**src/rtl/tc_pkg.sv**
```systemverilog
package tc_pkg;
  localparam int DATA_W = 8;
  localparam int ADDR_W = 2 * DATA_W;
  localparam int NIB_W  = DATA_W / 2;

  // flag bit positions inside the flag byte
  localparam int FLAG_Z = 7;
  localparam int FLAG_N = 6;
  localparam int FLAG_H = 5;
  localparam int FLAG_C = 4;

  localparam logic [DATA_W-1:0] OP_NOP   = 8'h00;
  localparam logic [DATA_W-1:0] OP_INCA  = 8'h3C;
  localparam logic [DATA_W-1:0] OP_JPIMM = 8'hC3;
  localparam logic [DATA_W-1:0] OP_JPHL  = 8'hE9;

  typedef enum logic [2:0] {
    ST_FETCH,
    ST_DECODE,
    ST_READLO,
    ST_READHI,
    ST_EXEC,
    ST_FAULT
  } coreState_e;

  typedef struct packed {
    logic pcInc;
    logic latchLo;
    logic jumpImm;
    logic jumpHl;
    logic incAcc;
  } ctrlStrobe_t;
endpackage

```
**src/rtl/tc_ctrl.sv**
```systemverilog
module tc_ctrl
  import tc_pkg::*;
(
  input  logic              clk,
  input  logic              rst,
  input  logic              halt,
  input  logic [DATA_W-1:0] opByte,
  output ctrlStrobe_t       strobe,
  output logic              memRdEn,
  output logic              instrDone,
  output logic              fault
);
  coreState_e state, stateNext;
  logic execInc, execIncNext;
  logic retire;
  logic doneQ;

  always_comb begin
    stateNext   = state;
    execIncNext = execInc;
    strobe      = '0;
    memRdEn     = 1'b0;
    retire      = 1'b0;
    case (state)
      ST_FETCH: begin
        if (!halt) begin
          memRdEn      = 1'b1;
          strobe.pcInc = 1'b1;
          stateNext    = ST_DECODE;
        end
      end
      ST_DECODE: begin
        case (opByte)
          OP_NOP: begin
            retire    = 1'b1;
            stateNext = ST_FETCH;
          end
          OP_INCA: begin
            execIncNext = 1'b1;
            stateNext   = ST_EXEC;
          end
          OP_JPHL: begin
            execIncNext = 1'b0;
            stateNext   = ST_EXEC;
          end
          OP_JPIMM: begin
            memRdEn      = 1'b1;
            strobe.pcInc = 1'b1;
            stateNext    = ST_READLO;
          end
          default: stateNext = ST_FAULT;
        endcase
      end
      ST_READLO: begin
        strobe.latchLo = 1'b1;
        strobe.pcInc   = 1'b1;
        memRdEn        = 1'b1;
        stateNext      = ST_READHI;
      end
      ST_READHI: begin
        strobe.jumpImm = 1'b1;
        retire         = 1'b1;
        stateNext      = ST_FETCH;
      end
      ST_EXEC: begin
        strobe.incAcc = execInc;
        strobe.jumpHl = !execInc;
        retire        = 1'b1;
        stateNext     = ST_FETCH;
      end
      ST_FAULT: stateNext = ST_FAULT;
      default:  stateNext = ST_FAULT;
    endcase
  end

  always_ff @(posedge clk) begin
    if (rst) begin
      state   <= ST_FETCH;
      execInc <= 1'b0;
      doneQ   <= 1'b0;
    end else begin
      state   <= stateNext;
      execInc <= execIncNext;
      doneQ   <= retire;
    end
  end

  assign instrDone = doneQ;
  assign fault     = (state == ST_FAULT);


  fault_hold_chk: assert property (@(posedge clk) disable iff (rst)
    fault |=> fault);


  fault_quiet_chk: assert property (@(posedge clk) disable iff (rst)
    fault |-> (!memRdEn && !instrDone && strobe == '0));


  done_pulse_chk: assert property (@(posedge clk) disable iff (rst)
    instrDone |=> !instrDone);


  halt_idle_chk: assert property (@(posedge clk) disable iff (rst)
    (state == ST_FETCH && halt) |=> (state == ST_FETCH && !instrDone));
endmodule

```
**src/rtl/tc_dpath.sv**
```systemverilog
module tc_dpath
  import tc_pkg::*;
#(
  parameter logic [ADDR_W-1:0] RESET_PC = '0
) (
  input  logic              clk,
  input  logic              rst,
  input  ctrlStrobe_t       strobe,
  input  logic [DATA_W-1:0] memRdata,
  output logic [ADDR_W-1:0] memAddr,
  output logic [ADDR_W-1:0] pcOut,
  output logic [DATA_W-1:0] accOut,
  output logic [DATA_W-1:0] flagsOut,
  output logic [ADDR_W-1:0] hlOut
);
  logic [ADDR_W-1:0] pcReg;
  logic [DATA_W-1:0] accReg;
  logic [DATA_W-1:0] hReg, lReg;
  logic [DATA_W-1:0] loByte;
  logic              flagZ, flagN, flagH, flagC;
  logic [DATA_W-1:0] incResult;

  assign incResult = accReg + DATA_W'(1);

  always_ff @(posedge clk) begin
    if (rst) begin
      pcReg  <= RESET_PC;
      accReg <= '0;
      hReg   <= '0;
      lReg   <= '0;
      loByte <= '0;
      flagZ  <= 1'b0;
      flagN  <= 1'b0;
      flagH  <= 1'b0;
      flagC  <= 1'b0;
    end else begin
      if (strobe.pcInc)   pcReg  <= pcReg + ADDR_W'(1);
      if (strobe.latchLo) loByte <= memRdata;
      if (strobe.jumpImm) pcReg  <= {memRdata, loByte};
      if (strobe.jumpHl)  pcReg  <= {hReg, lReg};
      if (strobe.incAcc) begin
        accReg <= incResult;
        flagZ  <= (incResult == '0);
        flagN  <= 1'b0;
        flagH  <= (incResult[NIB_W-1:0] == '0);
      end
    end
  end

  always_comb begin
    flagsOut         = '0;
    flagsOut[FLAG_Z] = flagZ;
    flagsOut[FLAG_N] = flagN;
    flagsOut[FLAG_H] = flagH;
    flagsOut[FLAG_C] = flagC;
  end

  assign memAddr = pcReg;
  assign pcOut   = pcReg;
  assign accOut  = accReg;
  assign hlOut   = {hReg, lReg};


  pc_step_chk: assert property (@(posedge clk) disable iff (rst)
    strobe.pcInc |=> (pcOut == $past(pcOut) + ADDR_W'(1)));


  inc_flags_chk: assert property (@(posedge clk) disable iff (rst)
    strobe.incAcc |=> ((flagsOut[FLAG_Z] == (accOut == '0)) && !flagsOut[FLAG_N]
                       && (flagsOut[FLAG_H] == (accOut[NIB_W-1:0] == '0))
                       && (flagsOut[FLAG_C] == $past(flagsOut[FLAG_C]))));


  jump_high_chk: assert property (@(posedge clk) disable iff (rst)
    strobe.jumpImm |=> (pcOut[ADDR_W-1:DATA_W] == $past(memRdata)));
endmodule

```
**src/rtl/tc_core.sv**
```systemverilog
module tc_core
  import tc_pkg::*;
#(
  parameter logic [ADDR_W-1:0] RESET_PC = '0
) (
  input  logic              clk,
  input  logic              rst,
  input  logic              halt,
  output logic              memRdEn,
  output logic [ADDR_W-1:0] memAddr,
  input  logic [DATA_W-1:0] memRdata,
  output logic              instrDone,
  output logic              fault,
  output logic [ADDR_W-1:0] pcOut,
  output logic [DATA_W-1:0] accOut,
  output logic [DATA_W-1:0] flagsOut,
  output logic [ADDR_W-1:0] hlOut
);
  ctrlStrobe_t strobe;

  tc_ctrl i_ctrl (
    .clk       (clk),
    .rst       (rst),
    .halt      (halt),
    .opByte    (memRdata),
    .strobe    (strobe),
    .memRdEn   (memRdEn),
    .instrDone (instrDone),
    .fault     (fault)
  );

  tc_dpath #(.RESET_PC(RESET_PC)) i_dpath (
    .clk      (clk),
    .rst      (rst),
    .strobe   (strobe),
    .memRdata (memRdata),
    .memAddr  (memAddr),
    .pcOut    (pcOut),
    .accOut   (accOut),
    .flagsOut (flagsOut),
    .hlOut    (hlOut)
  );


  flag_low_chk: assert property (@(posedge clk) disable iff (rst)
    instrDone |-> (flagsOut[3:0] == 4'h0));
endmodule

```
**config.mk**
```make
export PLATFORM = sky130hd
export DESIGN_NAME = tc_core
export DESIGN_NICKNAME = d
export VERILOG_FILES = /design/src/rtl/tc_pkg.sv /design/src/rtl/tc_ctrl.sv /design/src/rtl/tc_dpath.sv /design/src/rtl/tc_core.sv
export SDC_FILE = /design/constraint.sdc
export NUM_CORES = 1
export LEC_CHECK = 0
export ABC_AREA = 1
export CAP_MARGIN = 5
export CORE_UTILIZATION = 60
export CTS_CLUSTER_SIZE = 28
export DETAILED_ROUTE_END_ITERATION = 7
export DONT_BUFFER_PORTS = 1
export PLACE_DENSITY = 0.76
export SLEW_MARGIN = 40
export SYNTH_ARGS = -nofsm -noshare
export SYNTH_HDL_FRONTEND = slang
export SYNTH_SLANG_ARGS = --single-unit
```
**constraint.sdc**
```tcl
create_clock -name clk -period 2.66 [get_ports clk]
set_clock_uncertainty 0.2 [all_clocks]
set_input_delay 0.266 -clock clk [delete_from_list [all_inputs] [get_ports clk]]
set_output_delay 0.266 -clock clk [all_outputs]
set_load 0.01 [all_outputs]
```
Word level (Yosys, flattened, before mapping)
Index checks and enable logic that the tools add are counted.

operators by class
  add/sub/neg operators = 2
  equal/unequal tests = 9
  mux-type cells = 15
  reduce and logical (&&, ||, !) cells = 10

operator list
  kind                                                              number
  16-bit 2-to-1 mux                                                 3
  16-bit by 1-bit adder with 16-bit output (second input constant)  1
  8-bit == test (second input constant)                             2
  8-bit logical NOT                                                 2
  3-bit case mux with 4 select lines                                1
  3-bit case mux with 3 select lines                                1
  8-bit by 1-bit adder with 8-bit output (second input constant)    1
  8-bit by 6-bit == test with 1-bit output (second input constant)  1
  3-bit by 2-bit == test with 1-bit output (second input constant)  2
  3-bit == test (second input constant)                             2
  1-bit 2-to-1 mux                                                  5
  4-bit logical NOT                                                 1
  1-bit case mux with 2 select lines                                2
  2-bit OR reduction                                                2
  3-bit by 1-bit == test with 1-bit output (second input constant)  1
  3-bit logical NOT                                                 1
  3-bit 2-to-1 mux                                                  1
  1-bit case mux with 3 select lines                                1
  3-bit nonzero test                                                1
  2-bit 2-to-1 mux                                                  1
  2-bit inequality test (second input constant)                     1
  2-bit AND reduction                                               1
  2-bit nonzero test                                                1
  1-bit logical NOT                                                 1

word-level totals
  register bits after elaboration = 39
  bits of input ports = 11
  output and inout bits = 67
  word-level logic and storage cells = 44

Longest topological paths before layout
Gate-level depths: netlist of the first run.

  word-level depth = 6
  mapped depth = 10
  depth with buffers taken out = 10

Cells and area by module
Synthesis of the first run repeated with hierarchy kept, for this count alone.

second synthesis, totals
  cells, all modules = 404
  area, all modules = 2685.1 um2

by module, submodules not included
  module    times used  cells an instance  area each (um2)  seq. area each (um2)
  tc_dpath  1           337                2298.5           680.7
  tc_ctrl   1           67                 386.6            100.1

Worst setup path before layout of the first run
No wires, ideal clock.

  kind = flip-flop to flip-flop
  start = register i_dpath.pcReg[0] (netlist: i_dpath.memAddr[0])
  end = register i_dpath.pcReg[8] (netlist: i_dpath.memAddr[8])
  setup time = 0.071 ns
  arrival = 1.458 ns
  required time = 2.389 ns
  setup slack = 0.931 ns
  stages on the path, launching flop included = 9
  path buffers = 0
  clock period less this slack = 1.729 ns
  cells stage by stage = dfxtp_1 ha_1 nand2_1 nor2_1 nand2_1 xor2_1 o21ai_0 nand2_1 a21oi_1

on the way
  cells in the longest elaborated chain, start to end = 4

RTL lines
  item                                      line            text
  from (decl)                               tc_dpath.sv:16  logic [ADDR_W-1:0] pcReg;
  from (signal assigned)                    tc_dpath.sv:37  if (strobe.pcInc) pcReg <= pcReg + ADDR_W'(1);
  from (signal assigned)                    tc_dpath.sv:39  if (strobe.jumpImm) pcReg <= {memRdata, loByte};
  from (signal assigned)                    tc_dpath.sv:40  if (strobe.jumpHl) pcReg <= {hReg, lReg};
  16-bit by 1-bit adder with 16-bit output  tc_dpath.sv:37
  16-bit 2-to-1 mux                         tc_dpath.sv:37
  16-bit 2-to-1 mux                         tc_dpath.sv:39
  16-bit 2-to-1 mux                         tc_dpath.sv:40

Every way passes these cells. The select of a mux whose other input is x is not followed.
A chain may end at the register's enable or synchronous reset.

Final worst setup path of the first run
  start = input memRdata[3]
  end = register i_dpath.pcReg[14] (netlist: i_dpath.memAddr[14])

on the way
  cells in the longest elaborated chain, start to end = 4

RTL lines
  item                                 line           text
  from (decl)                          tc_core.sv:11  input logic [DATA_W-1:0] memRdata,
  8-bit == test                        n/a
  1-bit 2-to-1 mux                     n/a
  1-bit case mux with 3 select lines   n/a
  named net memRdEn                    tc_core.sv:9   output logic memRdEn,
  3-bit nonzero test (no source line)  n/a

The timed path passes the listed nets, and every way through them passes these cells.

==> results of run 1 <==
[worst min path at each step]
stage	to	slack, ns
finish	i_dpath.loByte[2]$_SDFFE_PP0P_	0.01
global route	i_dpath.loByte[2]$_SDFFE_PP0P_	0.02
CTS	i_dpath.loByte[2]$_SDFFE_PP0P_	0.009
detailed placement	i_dpath.memAddr[13]$_SDFFE_PP0P_	0.14
global placement	i_dpath.memAddr[12]$_SDFFE_PP0P_	0.14
floorplan	i_dpath.loByte[4]$_SDFFE_PP0P_	0.21
[layout make-up]
type	count	area (sq um)
Fill cell	399	1510
Clock buffer	7	96.3
Tap cell	50	62.6
Sequential cell	39	781
Timing Repair Buffer	10	92.6
Inverter	33	124
Multi-Input combinational cell	286	1350
Clock inverter	1	7.51
[where the power goes]
part | leakage [nW] | internal (mW) | switching, mW
logic | 0.680 | 0.0483 | 0.104
clock network | 0.0505 | 0.236 | 0.218
registers | 0.315 | 0.596 | 0.0312
total | 1.05 | 0.881 | 0.353
[cells by family (layout without fill, tap and decap cells)]
family                   Yosys count  after routing
adder cells (fa/ha/maj)            2              2
buffers and inverters             82             51
AO/OA/AOI/OAI                     67             67
flip-flops                        39             39
AND/OR/NAND/NOR                  187            187
other                              1             22
XOR/XNOR                           8              8
[flip-flops by register name, indices dropped and copies added (netlist names)]
signal	cells
i_ctrl.state	3
i_dpath.loByte	8
i_dpath.memAddr	16
i_dpath.flagH	1
i_ctrl.instrDone	1
i_ctrl.execInc	1
i_dpath.flagZ	1
i_dpath.accOut	8
[per-layer routing]
metal | wire (microns) | GRT usage (%) | vias to the layer above | share of wire (%)
met5 | 0 | 0 | - | 0
met4 | 83 | 10.6 | 0 | 1.4
met3 | 569 | 9.42 | 10 | 9.9
met2 | 2590 | 43.1 | 118 | 45
met1 | 2480 | 35.4 | 1054 | 43
li1 | - | - | 1165 | -
[repair_timing]
action	in CTS	in global routing
resized for setup	0	0
hold endpoints to repair	28	0
hold buffers	9	0
setup endpoints to repair	0	0
[cells in the final DEF (no fill, tap or decap), drive strengths merged, types with 2 or more instances in the layout]
cell,n
nand4,9
nand3,21
ha,2
a21oi,29
a211oi,2
dlygate4sd3,8
inv,33
o211ai,2
xor2,7
clkbuf,7
o21bai,5
nor2,50
o21ai,25
nand2,102
dfxtp,39
buf,2
nor3,3
a31oi,2
conb,22
[per-stage QoR]
| step | util, % | instance area [sq um] |
|---|---|---|
| after floorplan | - | 2610 |
| after global placement | 57.8 | 2330 |
| after detailed placement | 57.8 | 2330 |
| after CTS | 62.6 | 2520 |
| after global routing | 62.5 | 2520 |
| final | 62.5 | 2520 |
==> impl_metrics.tcl, run 1 <==
set metrics [dict create \
    status "finished clean" \
    synth-xor-area-share_pct 2.77 \
    postSynthAreaPerCell_sq_um 6.55 \
    rr_startpoint "i_dpath.memAddr[0]$_SDFFE_PP0P_" \
    worst_slack_ns 0.565 \
    grt_pass1_vias 1986 \
    ys.flop_type "dfxtp_1" \
    dpl.hpwl_microns 4040 \
    yosys_warnings 0 \
    area_delta_synth_final_pct -0.495 \
    synth_top_area_cell "dfxtp_1" \
    synth.distinct_cells 31 \
    synth_area_leaders "dfxtp_1 31%, nand2_1 15%, buf_4 12%" \
    min-delay-start "memRdata[2]" \
    wl_per_cell_microns 13.4 \
    drv_slew 0 \
    drc 0 \
    holdCritPathClass "input port to register" \
    drtIter0Drc 164 \
    wl_microns 5730 \
    p_total_mw 1.23 \
    path_depth 10 \
    via_per_inst 5.51 \
    clockBufferDepth 2 \
    synth_top_area_share_pct 30.9 \
    tritoncts "built" \
    worst_path_dominant_cell_family "simple AND/OR/NAND/NOR gates" \
    post_cts_buffers 0 \
    path_max_fanout 13 \
    start_util_pct 62.8 \
    worst-path-buf-inv 2 \
    path_clk_slew_ns 0.08 \
    synth_common_cells "102 x nand2_1, 45 x nor2_1, 41 x buf_4, 39 x dfxtp_1, 31 x inv_1" \
    clock-sinks 39 \
    crit_path_end "i_dpath.memAddr[14]$_SDFFE_PP0P_" \
    synth.most_common_cell "nand2_1" \
    dieArea_sq_um 4480 \
    synth_compound_area_share_pct 14.4 \
    start_kind "input port" \
    grt_max_degree 21 \
    grt-ovfl-total 0 \
    instances_no_fill 426 \
    io_buffers 0 \
    rows 23 \
    drive_gt1_share_pct 5.85 \
    synth-seq-cells 39 \
    synth_top_family_by_area "simple AND/OR/NAND/NOR gates" \
    synthesis.area_sq_um 2530 \
    die_w_microns 66.9 \
    antenna_found_initial 0 \
    grt_usage_pct 27.9 \
    cts_made_buffers 5 \
    whs_path_depth 2 \
    diodes 0 \
    holdWs_ns 0.0143 \
    synth_async_sr_flop_share_pct 0 \
    regToRegSetupSlack_ns 0.62 \
    drtAntennaViolNets 0 \
    syn_inst 386 \
    ir_drop_uv 404 \
    final_nets 388 \
    powerDensity_nw_per_um2 490 \
    crit_path_max_incr_delay_ns 0.54 \
    place_inst 409 \
    synthAdderAreaFrac_pct 0.990 \
    fin_crit_ns 2.09 \
    synth_enable_flop_cells 0 \
    die_y_microns 66.9 \
    power.leakage_nw 1.05 \
    ctsRootBufferMaster "clkbuf_8" \
    insertion_delay_ns 0.30 \
    crit_slowest_cell "dlygate4sd3_1" \
    muxShareOfSynthArea_pct 0 \
    required_ns 2.68 \
    crit_type "input port to register" \
    grt_pass1_wl_microns 9360 \
    endpoint_kind "register" \
    vias 2347 \
    dp_slack_ns 0.656 \
    arrival_ns 2.11 \
    yosys.area_share.simple_pct 32.1 \
    tns_ns 0 \
    synth_seq_area_share_pct 30.9 \
    worstReg2RegEnd "i_dpath.memAddr[8]$_SDFFE_PP0P_" \
    hold_viol 0 \
    htree_levels 2 \
    min_period_over_period_pct 78.8 \
    io-pin-count 78 \
    crit_chain "dlygate4sd3_1, inv_1, nand2_1, nor2_1, nand3_2, nand3_2, nor2_4, nor2_4, nand2_1, a21oi_1" \
    worstRegToRegCells 8 \
    startpoint "memRdata[3]" \
    first_pass_iters 4 \
    cap_violations 0 \
    core_area_sq_um 4030 \
    rsz0062_at_grt "false" \
    fmax_mhz 477 \
    gp_congestion 0.878 \
    setup_viol 0 \
]
Power figures use the tool's default switching activity.
==> run 2: changes to the inputs <==
Clock period 2.66 ns to 1.95 ns, I/O delays scaled along.
==> impl_metrics.tcl, run 2 (synthesis gave the netlist of run 1 again) <==
set metrics [dict create \
    required_ns 1.98 \
    tritoncts "built" \
    grt_max_degree 21 \
    gp_congestion 0.833 \
    crit_slowest_cell "dfxtp_1" \
    io-pin-count 78 \
    core_area_sq_um 4030 \
    drc 0 \
    nFillCells 387 \
    pwr-share-seq_pct 50.0 \
    drive_gt1_share_pct 11.7 \
    ctsRootBufferMaster "clkbuf_8" \
    worst_path_dominant_cell_family "simple AND/OR/NAND/NOR gates" \
    clockBufferDepth 2 \
    via_per_inst 5.42 \
    die_y_microns 66.9 \
    cap_violations 0 \
    max_slew_margin_pct 63.2 \
    start_util_pct 62.8 \
    ir_drop_uv 480 \
    crit_type "register to register" \
    fin_crit_ns 1.82 \
    grt_pass1_vias 2145 \
    rsz0062_at_grt "true" \
    crit_path_max_incr_delay_ns 0.37 \
    grt_util_met1_pct 37.3 \
    wl_microns 6110 \
    cts_made_buffers 5 \
    clock-sinks 39 \
    antenna_found_initial 0 \
    place_inst 429 \
    rows 23 \
    endpoint_kind "register" \
    power.leakage_nw 1.17 \
    register_area_sq_um 782 \
    drtIter0Drc 193 \
    crit_chain "nor2_2, inv_2, nor2_1, nand2_1, nand3_2, nor2_4, buf_4, nor2_4, nand2_1, a21oi_1" \
    path_clk_slew_ns 0.08 \
    insertion_delay_ns 0.30 \
    dieArea_sq_um 4480 \
    drv_slew 0 \
    grt_usage_pct 29.2 \
    path_max_fanout 5 \
    worst-path-buf-inv 2 \
    hold_viol 0 \
    vias 2455 \
    p_int_mw 1.17 \
    combPwrFrac_pct 17.3 \
    wl_per_cell_microns 13.5 \
    dpl.hpwl_microns 4360 \
    status "finished clean" \
    p_sw_share_pct 29.9 \
    final_nets 415 \
    grt.busiest_layer "met2" \
    io_buffers 0 \
    diodes 0 \
    fmax_mhz 549 \
    clkPwrFrac_pct 32.7 \
    drtAntennaViolNets 0 \
    tightest_slew_ns 0.551 \
    min_period_over_period_pct 93.4 \
    start_kind "register" \
    first_pass_iters 5 \
    grtUsageMet2_pct 47.7 \
    setup_viol 0 \
    largest_register_ffs 16 \
    htree_levels 2 \
    grtUsageMet3_pct 6.68 \
    powerDensity_nw_per_um2 613 \
    final_common_cell "nand2_1" \
    grt-ovfl-total 0 \
    area_delta_synth_final_pct 7.37 \
    grt_pass1_wl_microns 9610 \
    holdCritPathClass "input port to register" \
    holdWs_ns 0.0291 \
    multi_input_area_sq_um 1370 \
    die_w_microns 66.9 \
    mostFrequentLayoutCells "101 x nand2_1, 45 x nor2_1, 38 x dfxtp_1" \
    instances_no_fill 453 \
    arrival_ns 1.85 \
    power.switching_mw 0.498 \
]
-- run 2: stage by stage --
| stage | util [%] | setup WS [ns] | TNS [ns] | instance area (sq um) | total power [mW] |
|---|---|---|---|---|---|
| after global placement | 61.5 | 0.198 | 0 | 2480 | 1.08 |
| final | 67.4 | 0.128 | 0 | 2720 | 1.66 |
| after floorplan | - | 0.221 | 0 | 2610 | 1.08 |
| after global routing | 67.4 | -0.0322 | -0.122 | 2720 | 1.74 |
| after detailed placement | 61.5 | 0.147 | 0 | 2480 | 1.08 |
| after CTS | 66.6 | 0.118 | 0 | 2680 | 1.64 |
-- run 2: final cells by class --
| class | count | share of cell area, % |
|---|---|---|
| Multi-Input combinational cell | 287 | 50.3 |
| Clock inverter | 2 | 0.461 |
| Inverter | 33 | 4.56 |
| Timing Repair Buffer | 36 | 10.9 |
| Sequential cell | 39 | 28.8 |
| Clock buffer | 6 | 2.67 |
| Tap cell | 50 | 2.30 |
-- run 2: power by group through the flow --
stage | registers, mW | logic (mW) | clock network [mW]
finish | 0.832 | 0.287 | 0.545
global route | 0.837 | 0.316 | 0.592
floorplan | 0.861 | 0.219 | 0
detailed placement | 0.851 | 0.231 | 0
global placement | 0.849 | 0.228 | 0
CTS | 0.832 | 0.260 | 0.552
-- run 2: per-layer routing --
metal	up-vias	routed length, microns
met1	1117	2720
met3	10	435
met5	-	0
li1	1217	-
met4	0	102
met2	111	2850
-- run 2: worst paths after layout --
kind / from / end / slack (ns) / cells past startpoint
hold reg to reg: i_dpath.loByte[6]$_SDFFE_PP0P_ / i_dpath.loByte[6]$_SDFFE_PP0P_ / 0.29 / 2
hold / removal: memRdata[2] / i_dpath.memAddr[10]$_SDFFE_PP0P_ / 0.03 / 4
setup reg to reg: i_ctrl.state[1]$_SDFFE_PP0P_ / i_dpath.memAddr[8]$_SDFFE_PP0P_ / 0.13 / 10
setup / recovery: i_ctrl.state[1]$_SDFFE_PP0P_ / i_dpath.memAddr[8]$_SDFFE_PP0P_ / 0.13 / 10
-- run 2: what timing repair did --
action / 4_1_cts / 5_1_grt
setup buffers: 0 / 3
hold buffers: 12 / 0
resized for setup: 0 / 3
hold endpoints to repair: 30 / 0
endpoints found under the setup margin: 0 / 9
-- run 2: tightest hold or removal path: cells and delay by family --
family          cells  cell delay, ns
buf+inv             1            0.08
simple gates        1            0.06
compound gates      2            0.15
